--- config.mk ---
export PLATFORM = sky130hd
export DESIGN_NAME = pcib_rd_xlate
export DESIGN_NICKNAME = d
export VERILOG_FILES = /design/src/rtl/pcib_pkg.sv /design/src/rtl/pcib_req_decode.sv /design/src/rtl/pcib_resp_timer.sv /design/src/rtl/pcib_xfer_seq.sv /design/src/rtl/pcib_rd_xlate.sv
export SDC_FILE = /design/constraint.sdc
export NUM_CORES = 1
export LEC_CHECK = 0
export BUFFER_PORTS_ARGS = -buffer_cell sky130_fd_sc_hd__buf_2
export CAP_MARGIN = 20
export CORE_MARGIN = 2
export CORE_UTILIZATION = 58
export CTS_CLUSTER_DIAMETER = 50
export DETAILED_ROUTE_END_ITERATION = 16
export PLACE_DENSITY = 0.86
export SYNTH_ARGS = -nofsm -noshare
export SYNTH_HDL_FRONTEND = slang
export SYNTH_SLANG_ARGS = --single-unit
--- constraint.sdc ---
create_clock -name clk -period 4.15 [get_ports clk]
set_input_delay 0.2075 -clock clk [delete_from_list [all_inputs] [get_ports clk]]
set_output_delay 0.2075 -clock clk [all_outputs]
set_load 0.01 [all_outputs]
--- src/rtl/pcib_pkg.sv ---
package pcib_pkg;
  localparam logic [1:0] KIND_SINGLE = 2'd0;
  localparam logic [1:0] KIND_BURST  = 2'd1;
  localparam logic [1:0] KIND_LINE   = 2'd2;

  localparam logic [1:0] SPACE_IO      = 2'd0;
  localparam logic [1:0] SPACE_PREF    = 2'd1;
  localparam logic [1:0] SPACE_NONPREF = 2'd2;

  localparam logic [3:0] CMD_IO_RD   = 4'b0010;
  localparam logic [3:0] CMD_IO_WR   = 4'b0011;
  localparam logic [3:0] CMD_MEM_RD  = 4'b0110;
  localparam logic [3:0] CMD_MEM_WR  = 4'b0111;
  localparam logic [3:0] CMD_MEM_RDM = 4'b1100;
  localparam logic [3:0] CMD_MEM_RDL = 4'b1110;
  localparam logic [3:0] CMD_MEM_WRI = 4'b1111;

  typedef struct packed {
    logic [3:0]  cmd;
    logic [31:0] start;
    logic [7:0]  be8;
  } xfer_t;
endpackage

--- src/rtl/pcib_req_decode.sv ---
module pcib_req_decode
  import pcib_pkg::*;
#(
  parameter int LEN_W = 8,
  parameter int PH_W  = 9
) (
  input  logic [1:0]       kind,
  input  logic [1:0]       space,
  input  logic [31:0]      addr,
  input  logic [7:0]       be,
  input  logic [LEN_W-1:0] len,
  input  logic [1:0]       line_sz,
  output logic             ok,
  output xfer_t            xf,
  output logic [PH_W-1:0]  phases
);
  logic lo_used, hi_used, shape_ok, space_ok;
  logic [31:0] dw_base;

  always_comb begin
    lo_used  = |be[3:0];
    hi_used  = |be[7:4];
    dw_base  = addr & ~32'h7;
    shape_ok = 1'b0;
    xf       = '0;
    phases   = '0;
    unique case (kind)
      KIND_SINGLE: begin
        shape_ok = lo_used | hi_used;
        xf.be8   = be;
        xf.start = lo_used ? dw_base : (dw_base | 32'h4);
        phases   = (lo_used && hi_used) ? PH_W'(2) : PH_W'(1);
      end
      KIND_BURST: begin
        shape_ok = (&be) && (len != '0);
        xf.be8   = 8'hFF;
        xf.start = dw_base;
        phases   = PH_W'({len, 1'b0});
      end
      KIND_LINE: begin
        shape_ok = (&be) && (line_sz != 2'd3);
        xf.be8   = 8'hFF;
        case (line_sz)
          2'd0:    begin xf.start = addr & ~32'hF;  phases = PH_W'(4);  end
          2'd1:    begin xf.start = addr & ~32'h1F; phases = PH_W'(8);  end
          default: begin xf.start = addr & ~32'h3F; phases = PH_W'(16); end
        endcase
      end
      default: shape_ok = 1'b0;
    endcase

    space_ok = 1'b1;
    case (space)
      SPACE_IO:   xf.cmd = CMD_IO_RD;
      SPACE_PREF: xf.cmd = (kind == KIND_SINGLE) ? CMD_MEM_RD :
                           (kind == KIND_BURST)  ? CMD_MEM_RDM : CMD_MEM_RDL;
      default: begin
        xf.cmd   = CMD_IO_RD;
        space_ok = 1'b0;
      end
    endcase
    ok = shape_ok && space_ok;
  end
endmodule

--- src/rtl/pcib_resp_timer.sv ---
module pcib_resp_timer #(
  parameter int TMO_LIM = 16
) (
  input  logic clk,
  input  logic rst_n,
  input  logic run,
  input  logic ack,
  input  logic hold,
  output logic expire
);
  localparam int TMO_W = $clog2(TMO_LIM + 1);

  logic [TMO_W-1:0] cnt_q, cnt_d;
  logic             cnt_en;

  assign expire = run && !ack && !hold && (cnt_q == TMO_W'(TMO_LIM - 1));

  always_comb begin
    cnt_en = 1'b1;
    cnt_d  = cnt_q;
    if (!run || ack || expire) begin
      cnt_d = '0;
    end else if (hold) begin
      cnt_en = 1'b0;
    end else begin
      cnt_d = cnt_q + TMO_W'(1);
    end
  end

  always_ff @(posedge clk or negedge rst_n) begin
    if (!rst_n)      cnt_q <= '0;
    else if (cnt_en) cnt_q <= cnt_d;
  end
endmodule

--- src/rtl/pcib_xfer_seq.sv ---
module pcib_xfer_seq
  import pcib_pkg::*;
#(
  parameter int PH_W = 9
) (
  input  logic            clk,
  input  logic            rst_n,
  input  logic            start,
  input  xfer_t           xf,
  input  logic [PH_W-1:0] phases,
  input  logic            ack,
  input  logic            expire,
  output logic            busy,
  output logic [3:0]      cmd,
  output logic [31:0]     addr,
  output logic [3:0]      be,
  output logic            done,
  output logic            tmo
);
  logic            busy_q, busy_d;
  logic [31:0]     addr_q, addr_d;
  logic [PH_W-1:0] left_q, left_d;
  logic [3:0]      cmd_q, cmd_d;
  logic [7:0]      be_q, be_d;
  logic            done_q, done_d, tmo_q, tmo_d;
  logic            load_en;

  always_comb begin
    busy_d  = busy_q;
    addr_d  = addr_q;
    left_d  = left_q;
    cmd_d   = cmd_q;
    be_d    = be_q;
    done_d  = 1'b0;
    tmo_d   = 1'b0;
    load_en = 1'b0;
    if (!busy_q) begin
      if (start) begin
        load_en = 1'b1;
        busy_d  = 1'b1;
        addr_d  = xf.start;
        left_d  = phases;
        cmd_d   = xf.cmd;
        be_d    = xf.be8;
      end
    end else if (ack) begin
      load_en = 1'b1;
      if (left_q == PH_W'(1)) begin
        busy_d = 1'b0;
        done_d = 1'b1;
      end else begin
        addr_d = addr_q + 32'd4;
        left_d = left_q - PH_W'(1);
      end
    end else if (expire) begin
      busy_d = 1'b0;
      tmo_d  = 1'b1;
    end
  end

  always_ff @(posedge clk or negedge rst_n) begin
    if (!rst_n) begin
      busy_q <= 1'b0;
      done_q <= 1'b0;
      tmo_q  <= 1'b0;
    end else begin
      busy_q <= busy_d;
      done_q <= done_d;
      tmo_q  <= tmo_d;
    end
  end

  always_ff @(posedge clk or negedge rst_n) begin
    if (!rst_n) begin
      addr_q <= '0;
      left_q <= '0;
      cmd_q  <= '0;
      be_q   <= '0;
    end else if (load_en) begin
      addr_q <= addr_d;
      left_q <= left_d;
      cmd_q  <= cmd_d;
      be_q   <= be_d;
    end
  end

  assign busy = busy_q;
  assign cmd  = cmd_q;
  assign addr = addr_q;
  assign be   = addr_q[2] ? be_q[7:4] : be_q[3:0];
  assign done = done_q;
  assign tmo  = tmo_q;
endmodule

--- src/rtl/pcib_rd_xlate.sv ---
module pcib_rd_xlate
  import pcib_pkg::*;
#(
  parameter int LEN_W   = 8,
  parameter int TMO_LIM = 16
) (
  input  logic             clk,
  input  logic             rst_n,
  input  logic             req_valid,
  output logic             req_ready,
  input  logic [1:0]       req_kind,
  input  logic [1:0]       req_space,
  input  logic [31:0]      req_addr,
  input  logic [7:0]       req_be,
  input  logic [LEN_W-1:0] req_len,
  input  logic [1:0]       req_line,
  input  logic             req_wait,
  output logic             req_err,
  input  logic             pci_ack,
  output logic             cmd_valid,
  output logic [3:0]       cmd_code,
  output logic [31:0]      phase_addr,
  output logic [3:0]       phase_be,
  output logic             done,
  output logic             timeout
);
  localparam int PH_W = (LEN_W + 1 > 5) ? LEN_W + 1 : 5;

  logic            dec_ok, accept, busy, expire;
  logic            err_q, err_d;
  xfer_t           dec_xf;
  logic [PH_W-1:0] dec_phases;

  pcib_req_decode #(.LEN_W(LEN_W), .PH_W(PH_W)) u_dec (
    .kind(req_kind), .space(req_space), .addr(req_addr), .be(req_be),
    .len(req_len), .line_sz(req_line),
    .ok(dec_ok), .xf(dec_xf), .phases(dec_phases)
  );

  pcib_resp_timer #(.TMO_LIM(TMO_LIM)) u_tmr (
    .clk(clk), .rst_n(rst_n), .run(busy), .ack(pci_ack), .hold(req_wait),
    .expire(expire)
  );

  pcib_xfer_seq #(.PH_W(PH_W)) u_seq (
    .clk(clk), .rst_n(rst_n), .start(accept && dec_ok), .xf(dec_xf),
    .phases(dec_phases), .ack(pci_ack), .expire(expire),
    .busy(busy), .cmd(cmd_code), .addr(phase_addr), .be(phase_be),
    .done(done), .tmo(timeout)
  );

  assign req_ready = !busy;
  assign accept    = req_valid && !busy;
  assign err_d     = accept && !dec_ok;

  always_ff @(posedge clk or negedge rst_n) begin
    if (!rst_n) err_q <= 1'b0;
    else        err_q <= err_d;
  end

  assign req_err   = err_q;
  assign cmd_valid = busy;
endmodule

# After elaboration in Yosys (flattened, before gate mapping)
# Index checks and enable logic that the tools add are counted.
# W data, S select, Z words.
[totals]
ff_bits = 62
[op_classes]
addsub = 3
n_eq_ne = 10
n_bitwise = 2
n_mux = 37
reduce_logical = 28
[op_table]
columns = ["op", "count"]
rows = [
  ["$mux W32", 4],
  ["$pmux W40 S3", 1],
  ["$mux W9", 4],
  ["$add A32 B3 Y32 const B", 1],
  ["$pmux W9 S3", 1],
  ["$mux W1", 16],
  ["$mux W4", 3],
  ["$pmux W6 S2", 1],
  ["$logic_and A1 B1 Y1", 10],
  ["$mux W5", 2],
  ["$pmux W5 S2", 1],
  ["$eq A9 B1 Y1 const B", 1],
  ["$sub A9 B1 Y9 const B", 1],
  ["$reduce_and A8 Y1", 1],
  ["$reduce_bool A8 Y1", 1],
  ["$reduce_or A4 Y1", 2],
  ["$eq A2 B1 Y1 const B", 3],
  ["$logic_not A2 Y1", 3],
  ["$ne A2 B2 Y1 const B", 3],
  ["$add A5 B1 Y5 const B", 1],
  ["$eq A5 B4 Y1 const B", 1],
  ["$logic_not A1 Y1", 4],
  ["$mux W2", 2],
  ["$reduce_and A4 Y1", 1],
  ["other kinds (11)", 12],
]

# Logic depth before layout (Yosys ltp)
# Gate-level depths: netlist (run 1).
[depth]
ltp_word = 8
mapped_depth = 10

# Hierarchy
# From an unflattened synthesis (run 1), not the netlist that was laid out.
[unflattened]
hier_cells = 519
hier_area_um2 = 4241.6
[by_module_without_submodules]
columns = ["mod", "instances", "area_each_um2", "cells_per_inst"]
rows = [
  ["pcib_xfer_seq", 1, 3169.3, 380],
  ["pcib_req_decode", 1, 739.5, 105],
  ["pcib_resp_timer", 1, 287.8, 30],
  ["pcib_rd_xlate", 1, 45.0, 4],
]

# Worst setup path after synthesis (run 1)
# No wires, ideal clock.
[synth_timing]
path_kind = "register -> register"
from = "reg u_seq.busy_q (netlist: u_seq.busy)"
to = "reg u_seq.addr_q[10] (netlist: u_seq.addr[10])"
stages_incl_launch_ff = 9
required_ns = 4.024
setup_time_ns = 0.126
period_less_slack_ns = 2.275
setup_slack_ns = 1.875
arrival_time_ns = 2.149
cell_sequence = "dfrtp_1 buf_6 or4b_4 buf_6 a211o_1 nand2_4 nor2_4 buf_6 a221o_1"
[synth_via]
elab_chain_len = 6
word_cells_on_any_way = 10
classes_between = "2 x eq/ne; 3 x mux; 5 x reduce/logical"
[synth_rtl]
columns = ["element", "line_no", "rtl"]
rows = [
  ["start: declaration", "pcib_xfer_seq.sv:20", "logic busy_q, busy_d;"],
  ["start signal: assignment", "pcib_xfer_seq.sv:67", "busy_q <= busy_d;"],
  ["$logic_not A1 Y1", "pcib_rd_xlate.sv:53", "assign accept = req_valid && !busy;"],
  ["$logic_and A1 B1 Y1", "pcib_rd_xlate.sv:53", ""],
  ["$logic_and A1 B1 Y1", "pcib_rd_xlate.sv:46", ".clk(clk), .rst_n(rst_n), .start(accept && dec_ok), .xf(dec_xf),"],
  ["$mux W1", "pcib_xfer_seq.sv:38", "if (start) begin"],
  ["$mux W1", "pcib_xfer_seq.sv:37", "if (!busy_q) begin"],
  ["$reduce_and A4 Y1 (no line)", "-", ""],
  ["end signal: assignment", "pcib_xfer_seq.sv:80", "addr_q <= addr_d;"],
  ["end: declaration", "pcib_xfer_seq.sv:21", "logic [31:0] addr_q, addr_d;"],
]
# Several ways; a longest one is shown, not always the timed one.
# A chain may end at the register's enable or synchronous reset.

# Worst setup path after layout (run 1)
[layout_timing]
from = "reg u_seq.left_q[5]"
to = "reg u_seq.left_q[6]"
[layout_via]
elab_chain_len = 4
word_cells_on_any_way = 7
classes_between = "1 x add/sub; 2 x eq/ne; 3 x mux; 1 x reduce/logical"
[layout_rtl]
columns = ["element", "line_no", "rtl"]
rows = [
  ["start: declaration", "pcib_xfer_seq.sv:22", "logic [PH_W-1:0] left_q, left_d;"],
  ["start signal: assignment", "pcib_xfer_seq.sv:81", "left_q <= left_d;"],
  ["$sub A9 B1 Y9", "pcib_xfer_seq.sv:53", "left_d = left_q - PH_W'(1);"],
  ["$mux W9", "pcib_xfer_seq.sv:48", "if (left_q == PH_W'(1)) begin"],
  ["$mux W9", "pcib_xfer_seq.sv:46", "end else if (ack) begin"],
  ["$mux W9", "pcib_xfer_seq.sv:37", ""],
]
# Several ways; a longest one is shown, not always the timed one. The select of a mux whose other input is x is not followed.

==> impl_metrics.tcl, run 1 <==
set metrics [dict create \
    postSynthAreaPerCell_um2 8.81 \
    cp.required_ns 4.39 \
    async_reset_ff_share_pct 100 \
    post-route-period-util_pct 76.0 \
    dr.pass1.iters 5 \
    synth_top_area_share_pct 35.4 \
    start_util_pct 60.7 \
    ant_nets 0 \
    setup_tns_ns 0 \
    dp_slack_ns 1.08 \
    grt_pass1_vias 3943 \
    min_period_ns 3.16 \
    vias_per_cell 6.49 \
    setup_viol 0 \
    worst_pin_slew_ns 0.983 \
    reg2reg_to "u_seq.left_q[6]" \
    core_area_um2 6870 \
    final_nets 626 \
    htree_levels 3 \
    cts_buffers 9 \
    synth_warnings 0 \
    grt_pass1_wl_um 18400 \
    synth_enable_flop_cells 0 \
    layout-drive-gt1-share_pct 26.3 \
    seq_area_frac_synth_pct 35.4 \
    cts_hold_buf 0 \
    hold_path.class "in2async" \
    synth_cells 473 \
    startpoint "u_seq.left_q[5]" \
    grtUsageTotal_pct 29.9 \
    n_antenna_cell 0 \
    drv_cap 0 \
    hold_viol_final 0 \
    dieArea_um2 7880 \
    status "complete, no violations" \
    drv_slew 0 \
    synth_area_leader_cell "dfrtp_1" \
    end_kind "register" \
    drc 0 \
    yosysUniqueCellTypes 63 \
    synth_area_um2 4170 \
    vias 4273 \
    post_cts.resized_instances 0 \
    port_buffers 97 \
    power_density_nw_per_um2 647 \
    crit_type "reg2reg" \
    cts_tree "yes" \
    synthTopCellsByArea "dfrtp_1 (35%), a211o_1 (4.6%), nand2_1 (4.4%)" \
    post_cts_buffers 0 \
    overflow 0 \
    antenna_found_initial 0 \
    hold_ws_ns 0.00376 \
    synthToLayoutAreaGrowth_pct 16.8 \
    clk_latency_ns 0.36 \
    max_stage_delay_ns 0.65 \
    clkSinkCount 59 \
    root_buffer "clkbuf_8" \
    crit_fanout 15 \
    synth_flop_cell "dfrtp_1" \
    reg2reg_from "u_seq.left_q[5]" \
    vdd_ir_drop_max_v 0.000385 \
    cpMostUsedCell "buf_4" \
    startpoint_type "register" \
    path_clk_slew_ns 0.07 \
    rsz0062_at_grt "no" \
    fmax_mhz 317 \
    cpMaxStageDelayCell "nor4_1" \
    dp_hpwl_um 7880 \
    relSlewSlack_pct 34.0 \
    finish.utilization_pct 70.8 \
    setup_slack_ns 0.994 \
    crit_chain "nor4_1 > a31oi_1 > nor2_2 > buf_4 > buf_4 > a21boi_1 > a221o_1" \
    die_y_um 88.8 \
    r2r_slack_ns 0.99 \
    die_w_um 88.8 \
    ys_ff_latch 59 \
    avgRoutedWirePerCell_um 17.6 \
    rows 30 \
    clk_path_buf_depth 2 \
    ios 104 \
    finalClockSkew_ns 0.00815 \
    grt_max_degree 60 \
    crit_arrival_ns 3.40 \
    gp_congestion 0.898 \
    p_leak_nw 2.10 \
    ff2ff_path_depth 7 \
    routed_wirelength_um 11600 \
    drtIter0Drc 447 \
]
## metrics by stage
| stage | cells | instance area (um^2) | power (mW) |
|---|---|---|---|
| after global placement | 642 | 4650 | 2.48 |
| after detailed placement | 642 | 4650 | 2.55 |
| final | 658 | 4860 | 3.15 |
| after floorplan | 475 | 4170 | 2.11 |
| after global routing | 658 | 4860 | 3.34 |
| after CTS | 658 | 4860 | 3.12 |
## synthesized netlist by cell type (13+ instances only)
master / count
nor3_1: 18
nand2_1: 49
dfrtp_1: 59
nand4_1: 17
nor2_1: 26
nand3_1: 13
a211o_1: 22
a22oi_1: 15
o21ai_0: 23
a21oi_1: 35
clkbuf_1: 18
## final cells by class
| type | count | area (um^2) |
|---|---|---|
| Clock buffer | 12 | 165 |
| Clock inverter | 4 | 47.5 |
| Fill cell | 537 | 2000 |
| Inverter | 12 | 45.0 |
| Multi-Input combinational cell | 367 | 2440 |
| Sequential cell | 59 | 1480 |
| Tap cell | 96 | 120 |
| Timing Repair Buffer | 108 | 568 |
## worst max path at each step
| stage | to | cells past startpoint | slack [ns] |
|---|---|---|---|
| 2_1_floorplan | u_seq.addr[10] | 8 | 1.88 |
| 3_3_place_gp | u_seq.left_q[6] | 7 | 1.14 |
| 3_5_place_dp | u_seq.left_q[6] | 7 | 1.08 |
| 4_1_cts | u_seq.left_q[6] | 7 | 1.08 |
| 5_1_grt | u_seq.left_q[6] | 7 | 0.85 |
| 6_report | u_seq.left_q[6] | 7 | 0.99 |
## cell families after synthesis
kind of cell | after synthesis | synth area share, %
AO/OA/AOI/OAI | 156 | 27.9
adder cells (fa/ha/maj) | 10 | 3.00
AND/OR/NAND/NOR | 188 | 24.8
flip-flops | 59 | 35.4
multiplexers | 10 | 2.64
other | 1 | 0.0900
buffers and inverters | 49 | 6.13
## state kept, by name (all words and copies together), names as in the netlist
signal        flops
u_seq.addr       30
u_seq.left_q      9
u_seq.be_q        8
u_tmr.cnt_q       5
u_seq.cmd         3
req_err           1
u_seq.busy        1
u_seq.done        1
u_seq.tmo         1
## worst max-delay path, delay by kind of cell, from the launching register on
kind / cells / cell delay [ns]
AO/OA/AOI/OAI: 3 / 0.74
buffers and inverters: 2 / 0.55
flip-flops: 1 / 0.44
AND/OR/NAND/NOR: 2 / 1.30
## where the power goes
group	switching, mW	total [mW]	internal (mW)
clock network	0.248	0.572	0.324
registers	0.296	1.10	0.804
logic	0.826	1.48	0.651
total	1.37	3.15	1.78
## cell usage in the layout, fill, tap and decap left out, types with 9 or more instances in the layout
| cell | Yosys | final |
|---|---|---|
| clkbuf_8 | 0 | 12 |
| a221o_1 | 9 | 9 |
| buf_4 | 5 | 11 |
| and2_1 | 12 | 12 |
| ha_1 | 10 | 10 |
| inv_1 | 12 | 12 |
| dfrtp_1 | 59 | 59 |
| a211o_1 | 22 | 22 |
| o21ai_0 | 23 | 23 |
| a21oi_1 | 35 | 35 |
| nor3_1 | 18 | 18 |
| a22oi_1 | 15 | 15 |
| nor2_1 | 26 | 26 |
| nand2_1 | 49 | 49 |
| nand3_1 | 13 | 13 |
| nor4_1 | 9 | 9 |
| nand4_1 | 17 | 17 |
| o41ai_1 | 9 | 9 |
| buf_2 | 5 | 97 |
## per-layer routing
layer  global-route usage (%)  vias to the layer above  wire [um]
met3                     5.60                       24        965
met1                     41.0                     2020       5060
li1                         -                     1997          -
met5                        0                        -          0
met2                     45.7                      232       5340
met4                     14.2                        0        217
Power figures use the tool's default switching activity.
==> run 2: changes to the inputs <==
--- a/config.mk
+++ b/config.mk
@@ -5,13 +5,14 @@
 export SDC_FILE = /design/constraint.sdc
 export NUM_CORES = 1
 export LEC_CHECK = 0
+export ABC_AREA = 1
 export BUFFER_PORTS_ARGS = -buffer_cell sky130_fd_sc_hd__buf_2
 export CAP_MARGIN = 20
 export CORE_MARGIN = 2
-export CORE_UTILIZATION = 58
+export CORE_UTILIZATION = 49
 export CTS_CLUSTER_DIAMETER = 50
 export DETAILED_ROUTE_END_ITERATION = 16
-export PLACE_DENSITY = 0.86
+export PLACE_DENSITY = 0.77
 export SYNTH_ARGS = -nofsm -noshare
 export SYNTH_HDL_FRONTEND = slang
 export SYNTH_SLANG_ARGS = --single-unit
==> constraint.sdc (replaced) <==
create_clock -name clk -period 2.8 [get_ports clk]
set_input_delay 0.14 -clock clk [delete_from_list [all_inputs] [get_ports clk]]
set_output_delay 0.14 -clock clk [all_outputs]
set_load 0.01 [all_outputs]
==> impl_metrics.tcl, run 2 <==
set metrics [dict create \
    status "complete, no violations" \
    synth_flop_cell "dfrtp_1" \
    postSynthAreaPerCell_um2 6.10 \
    cts_tree "yes" \
    setup_slack_ns 0.641 \
    n_antenna_cell 0 \
    dieArea_um2 9630 \
    die_y_um 98.2 \
    use_met2_pct 46.8 \
    synth_area_leader_cell "dfrtp_1" \
    ant_nets 0 \
    post_cts_buffers 0 \
    avgRoutedWirePerCell_um 13.5 \
    grt_max_degree 43 \
    synth_top_area_share_pct 34.0 \
    vias 4783 \
    fin_cells 916 \
    drv_cap 0 \
    port_buffers 97 \
    crit_fanout 39 \
    p_leak_nw 2.70 \
    core_area_um2 8680 \
    finalClockSkew_ns 0.00840 \
    gp_congestion 1.00 \
    start_util_pct 50.1 \
    dp_slack_ns 0.479 \
    synth_area_um2 4340 \
    busiest_layer "met2" \
    largest_reg_flops 30 \
    path_clk_slew_ns 0.07 \
    startpoint_type "register" \
    synth_cells 712 \
    synthToLayoutAreaGrowth_pct 16.3 \
    grt_pass1_wl_um 20900 \
    ff2ff_path_depth 6 \
    die_w_um 98.2 \
    dp_hpwl_um 8950 \
    r2r_slack_ns 0.64 \
    synthTopCellsByArea "dfrtp_1 (34%), nand2_1 (28%), nand3_1 (9.9%)" \
    dpl_cell_area_um2 4870 \
    drc 0 \
    synth_enable_flop_cells 0 \
    ys_ff_latch 59 \
    final_area_um2 5050 \
    synth.most_common_cell "nand2_1" \
    dr.pass1.iters 5 \
    routed_wirelength_um 12400 \
    place_inst 899 \
    met3_usage_pct 4.65 \
    cp.required_ns 3.02 \
    power_density_nw_per_um2 905 \
    endpoint "u_seq.addr[20]" \
    setup_viol 0 \
    vias_per_cell 5.22 \
    yosysUniqueCellTypes 33 \
    grt_pass1_vias 4579 \
    seq_area_frac_synth_pct 34.0 \
    synth_warnings 0 \
    drtIter0Drc 213 \
    clkSinkCount 59 \
    htree_levels 3 \
    relSlewSlack_pct 35.0 \
    reg2reg_to "u_seq.addr[20]" \
    overflow 0 \
    post-route-period-util_pct 77.1 \
    end_kind "register" \
    power.total_mw 4.57 \
    final_nets 872 \
    clk_path_buf_depth 2 \
    cts_buffers 9 \
    antenna_found_initial 0 \
    clk_latency_ns 0.34 \
    synth.cells.most_frequent "nand2_1 (326), nand3_1 (86), nor2_1 (76), dfrtp_1 (59), inv_1 (52)" \
    crit_type "reg2reg" \
    crit_arrival_ns 2.38 \
    startpoint "u_seq.busy" \
    worst_pin_slew_ns 0.975 \
    reg2reg_from "u_seq.busy" \
    drv_slew 0 \
    final_common_cell "nand2_1" \
    fmax_mhz 463 \
    root_buffer "clkbuf_8" \
    hold_path.class "in2reg" \
    rows 34 \
    ios 104 \
    async_reset_ff_share_pct 100 \
    layout.cells.most_common_list "nand2_1 (326), buf_2 (97), nand3_1 (86)" \
    min_period_ns 2.16 \
    grt_util_met1_pct 33.1 \
    layout-drive-gt1-share_pct 15.6 \
    rsz0062_at_grt "no" \
    grtUsageTotal_pct 26.3 \
    hold_viol_final 0 \
    setup_tns_ns 0 \
    vdd_ir_drop_max_v 0.000586 \
]
[run 2: cell count changes in the layout (fill, tap and decap cells not counted), sizes merged, moves of 19 or more]
cell,change
nor2,+50
a211o,-22
nand2,+279
nand3,+74
inv,+43
a21oi,-19
[run 2: metal layers]
metal,wire [um],vias to the layer above
met5,0,-
met4,143,0
met3,893,17
met2,6000,178
met1,5330,2175
li1,-,2413
[run 2: area by class of cell]
class	instances	area, um^2
tap	108	135
timing repair buffer	105	548
fill	893	3630
sequential	59	1480
clock inverter	2	10.0
clock buffer	14	163
multi-input combinational	572	2510
inverter	56	210
[run 2: how the worst min path moves through the flow]
stage / from / end / slack, ns / depth (start not counted)
after floorplan: rst_n / req_err / -0.16 / 0
after global placement: rst_n / u_seq.addr[13] / 0.33 / 1
after detailed placement: rst_n / u_seq.addr[15] / 0.35 / 1
after CTS: req_space[0] / u_seq.cmd[2] / 0.02 / 3
after global routing: req_space[0] / u_seq.cmd[2] / 0.06 / 3
final: req_space[0] / u_seq.cmd[2] / 0.04 / 3
[run 2: power by group]
group          leakage (nW)  total (mW)  switching, mW  internal, mW
registers             0.778        1.65          0.446          1.20
logic                  1.83        2.21           1.42         0.795
clock network        0.0905       0.713          0.345         0.368
[run 2: through the flow]
step | utilization (%) | hold slack (ns)
3_5_place_dp | 56.1 | 0.348
3_3_place_gp | 56.1 | 0.333
4_1_cts | 58.2 | 0.0179
6_report | 58.2 | 0.0363
2_1_floorplan | - | -0.156
5_1_grt | 58.2 | 0.0556
[run 2: repair_timing]
| action | CTS | global route |
|---|---|---|
| resized for setup | 0 | 0 |
| endpoints found under the hold margin | 41 | 0 |
| hold buffers | 1 | 0 |
[run 2: logic make-up after synthesis]
kind of cell / Yosys count / share of synthesized area [%]
and+or+nand+nor: 506 / 47.5
buffers and inverters: 83 / 8.44
DFF: 59 / 34.0
AOI/OAI and AO/OA: 47 / 5.88
adders and majority gates: 10 / 2.88
xor gates and xnor gates: 6 / 1.21
other: 1 / 0.0863
[run 2: critical path: stages, from the launching register on]
cell     delay, ns
dfrtp_1       0.58
nor2_1        0.34
nand3_4       0.24
nand2_2       0.13
nand2_2       0.45
nand2_1       0.22
nand2_1       0.08
==> run 3: changes to the inputs <==
==> constraint.sdc (replaced) <==
create_clock -name clk -period 1.9 [get_ports clk]
set_input_delay 0.095 -clock clk [delete_from_list [all_inputs] [get_ports clk]]
set_output_delay 0.095 -clock clk [all_outputs]
set_load 0.01 [all_outputs]
==> impl_metrics.tcl, run 3 (same netlist as run 2, synthesis figures left out) <==
set metrics [dict create \
    cp.required_ns 2.13 \
    cts_tree "yes" \
    setup_slack_ns 0.186 \
    finish.utilization_pct 59.9 \
    antenna_found_initial 0 \
    rsz0062_at_grt "no" \
    met3_usage_pct 5.23 \
    multi_input_area_um2 2510 \
    power_density_nw_per_um2 1330 \
    final_common_cell "nand2_1" \
    worst_pin_slew_ns 0.617 \
    routed_wirelength_um 12300 \
    relSlewSlack_pct 58.8 \
    drv_slew 0 \
    hold_viol_final 0 \
    grt_util_met1_pct 32.9 \
    root_buffer "clkbuf_8" \
    n_antenna_cell 0 \
    crit_arrival_ns 1.95 \
    p_leak_nw 2.78 \
    post_cts.resized_instances 0 \
    start_util_pct 50.1 \
    num-fill-cells 868 \
    clk_latency_ns 0.35 \
    path_clk_slew_ns 0.07 \
    vias 4812 \
    hold_path.class "in2reg" \
    drc 0 \
    vias_per_cell 5.18 \
    htree_levels 3 \
    register_area_um2 1480 \
    largest_reg_flops 30 \
    drv_cap 0 \
    final_nets 886 \
    cts_buffers 9 \
    clkSinkCount 59 \
    drtIter0Drc 237 \
    synthToLayoutAreaGrowth_pct 19.6 \
    port_buffers 97 \
    use_met2_pct 45.0 \
    crit_type "reg2reg" \
    grtUsageTotal_pct 26.5 \
    layout-drive-gt1-share_pct 17.1 \
    die_y_um 98.2 \
    layout.cells.most_common_list "nand2_1 (326), buf_2 (97), nand3_1 (86)" \
    clk_path_buf_depth 2 \
    post-route-period-util_pct 90.2 \
    ant_nets 0 \
    grt_pass1_vias 4753 \
    rows 34 \
    startpoint_type "register" \
    end_kind "register" \
    core_area_um2 8680 \
    busiest_layer "met2" \
    overflow 0 \
    gp_congestion 0.988 \
    fmax_mhz 584 \
    dieArea_um2 9630 \
    vdd_ir_drop_max_v 0.000633 \
    setup_tns_ns 0 \
    die_w_um 98.2 \
    ios 104 \
    crit_fanout 6 \
    avgRoutedWirePerCell_um 13.2 \
    status "complete, no violations" \
    min_period_ns 1.71 \
    dp_hpwl_um 9050 \
    grt_pass1_wl_um 21000 \
    grt_max_degree 40 \
    dr.pass1.iters 5 \
    dp_slack_ns 0.134 \
    setup_viol 0 \
    finalClockSkew_ns 0.00875 \
]
[run 3: cell types whose count changed in the layout (fill, tap and decap cells not counted), sizes merged]
cell         delta
bufinv          +1
clkinvlp        +1
clkbuf          -5
clkinv          +2
dlygate4sd3     +2
buf            +12
[run 3: per-layer routing]
metal	up-vias	wire, um
met1	2201	5470
met3	21	630
met2	146	5910
li1	2444	-
met4	0	286
met5	-	0
[run 3: layout make-up]
class                      count  area share [%]
timing repair buffer         119            13.2
inverter                      56            4.05
tap                          108            2.60
multi-input combinational    572            48.3
sequential                    59            28.4
clock inverter                 6            1.11
clock buffer                   9            2.38
[run 3: power by group]
group	internal (mW)	leakage, nW	switching, mW
Clock	0.588	0.0946	0.529
Combinational	1.29	1.91	2.14
Sequential	1.77	0.778	0.618
Total	3.65	2.78	3.28
[run 3: path summary, 6_finish.rpt]
kind,startpoint,end,slack [ns],cells after the start
max,u_seq.addr[3],u_seq.addr[26],0.19,13
min,req_addr[31],u_seq.addr[31],0.07,5
max reg2reg,u_seq.addr[3],u_seq.addr[26],0.19,13
min reg2reg,u_seq.be_q[7],u_seq.be_q[7],0.48,2
max in group asynchronous,rst_n,u_seq.left_q[3],0.98,3
min in group asynchronous,rst_n,u_seq.addr[16],0.29,2
[run 3: repair_timing]
action,CTS,global route
setup endpoints to repair,0,20
buffers inserted,0,2
hold buffers,3,0
hold endpoints to repair,25,0
[run 3: per-stage QoR]
step	instances	power (mW)	area, um^2	hold slack [ns]
after detailed placement	909	5.80	4970	0.138
after global routing	929	7.59	5190	0.0818
after CTS	927	6.94	5180	0.0635
after global placement	909	5.67	4970	0.125
final	929	6.93	5190	0.0728
after floorplan	714	4.65	4350	-0.201
[run 3: critical path, cell delays in order, from the launching register on]
cell and delay (ns):
dfrtp_1 0.39, ha_1 0.21, nand2_1 0.10, nor2_1 0.10, buf_4 0.16, nand2_1 0.12
inv_1 0.14, nand2_1 0.07, nand2_1 0.05, nand2_1 0.05, nand2_1 0.05, nand2_1 0.05
nand3_1 0.06, nand2_1 0.05
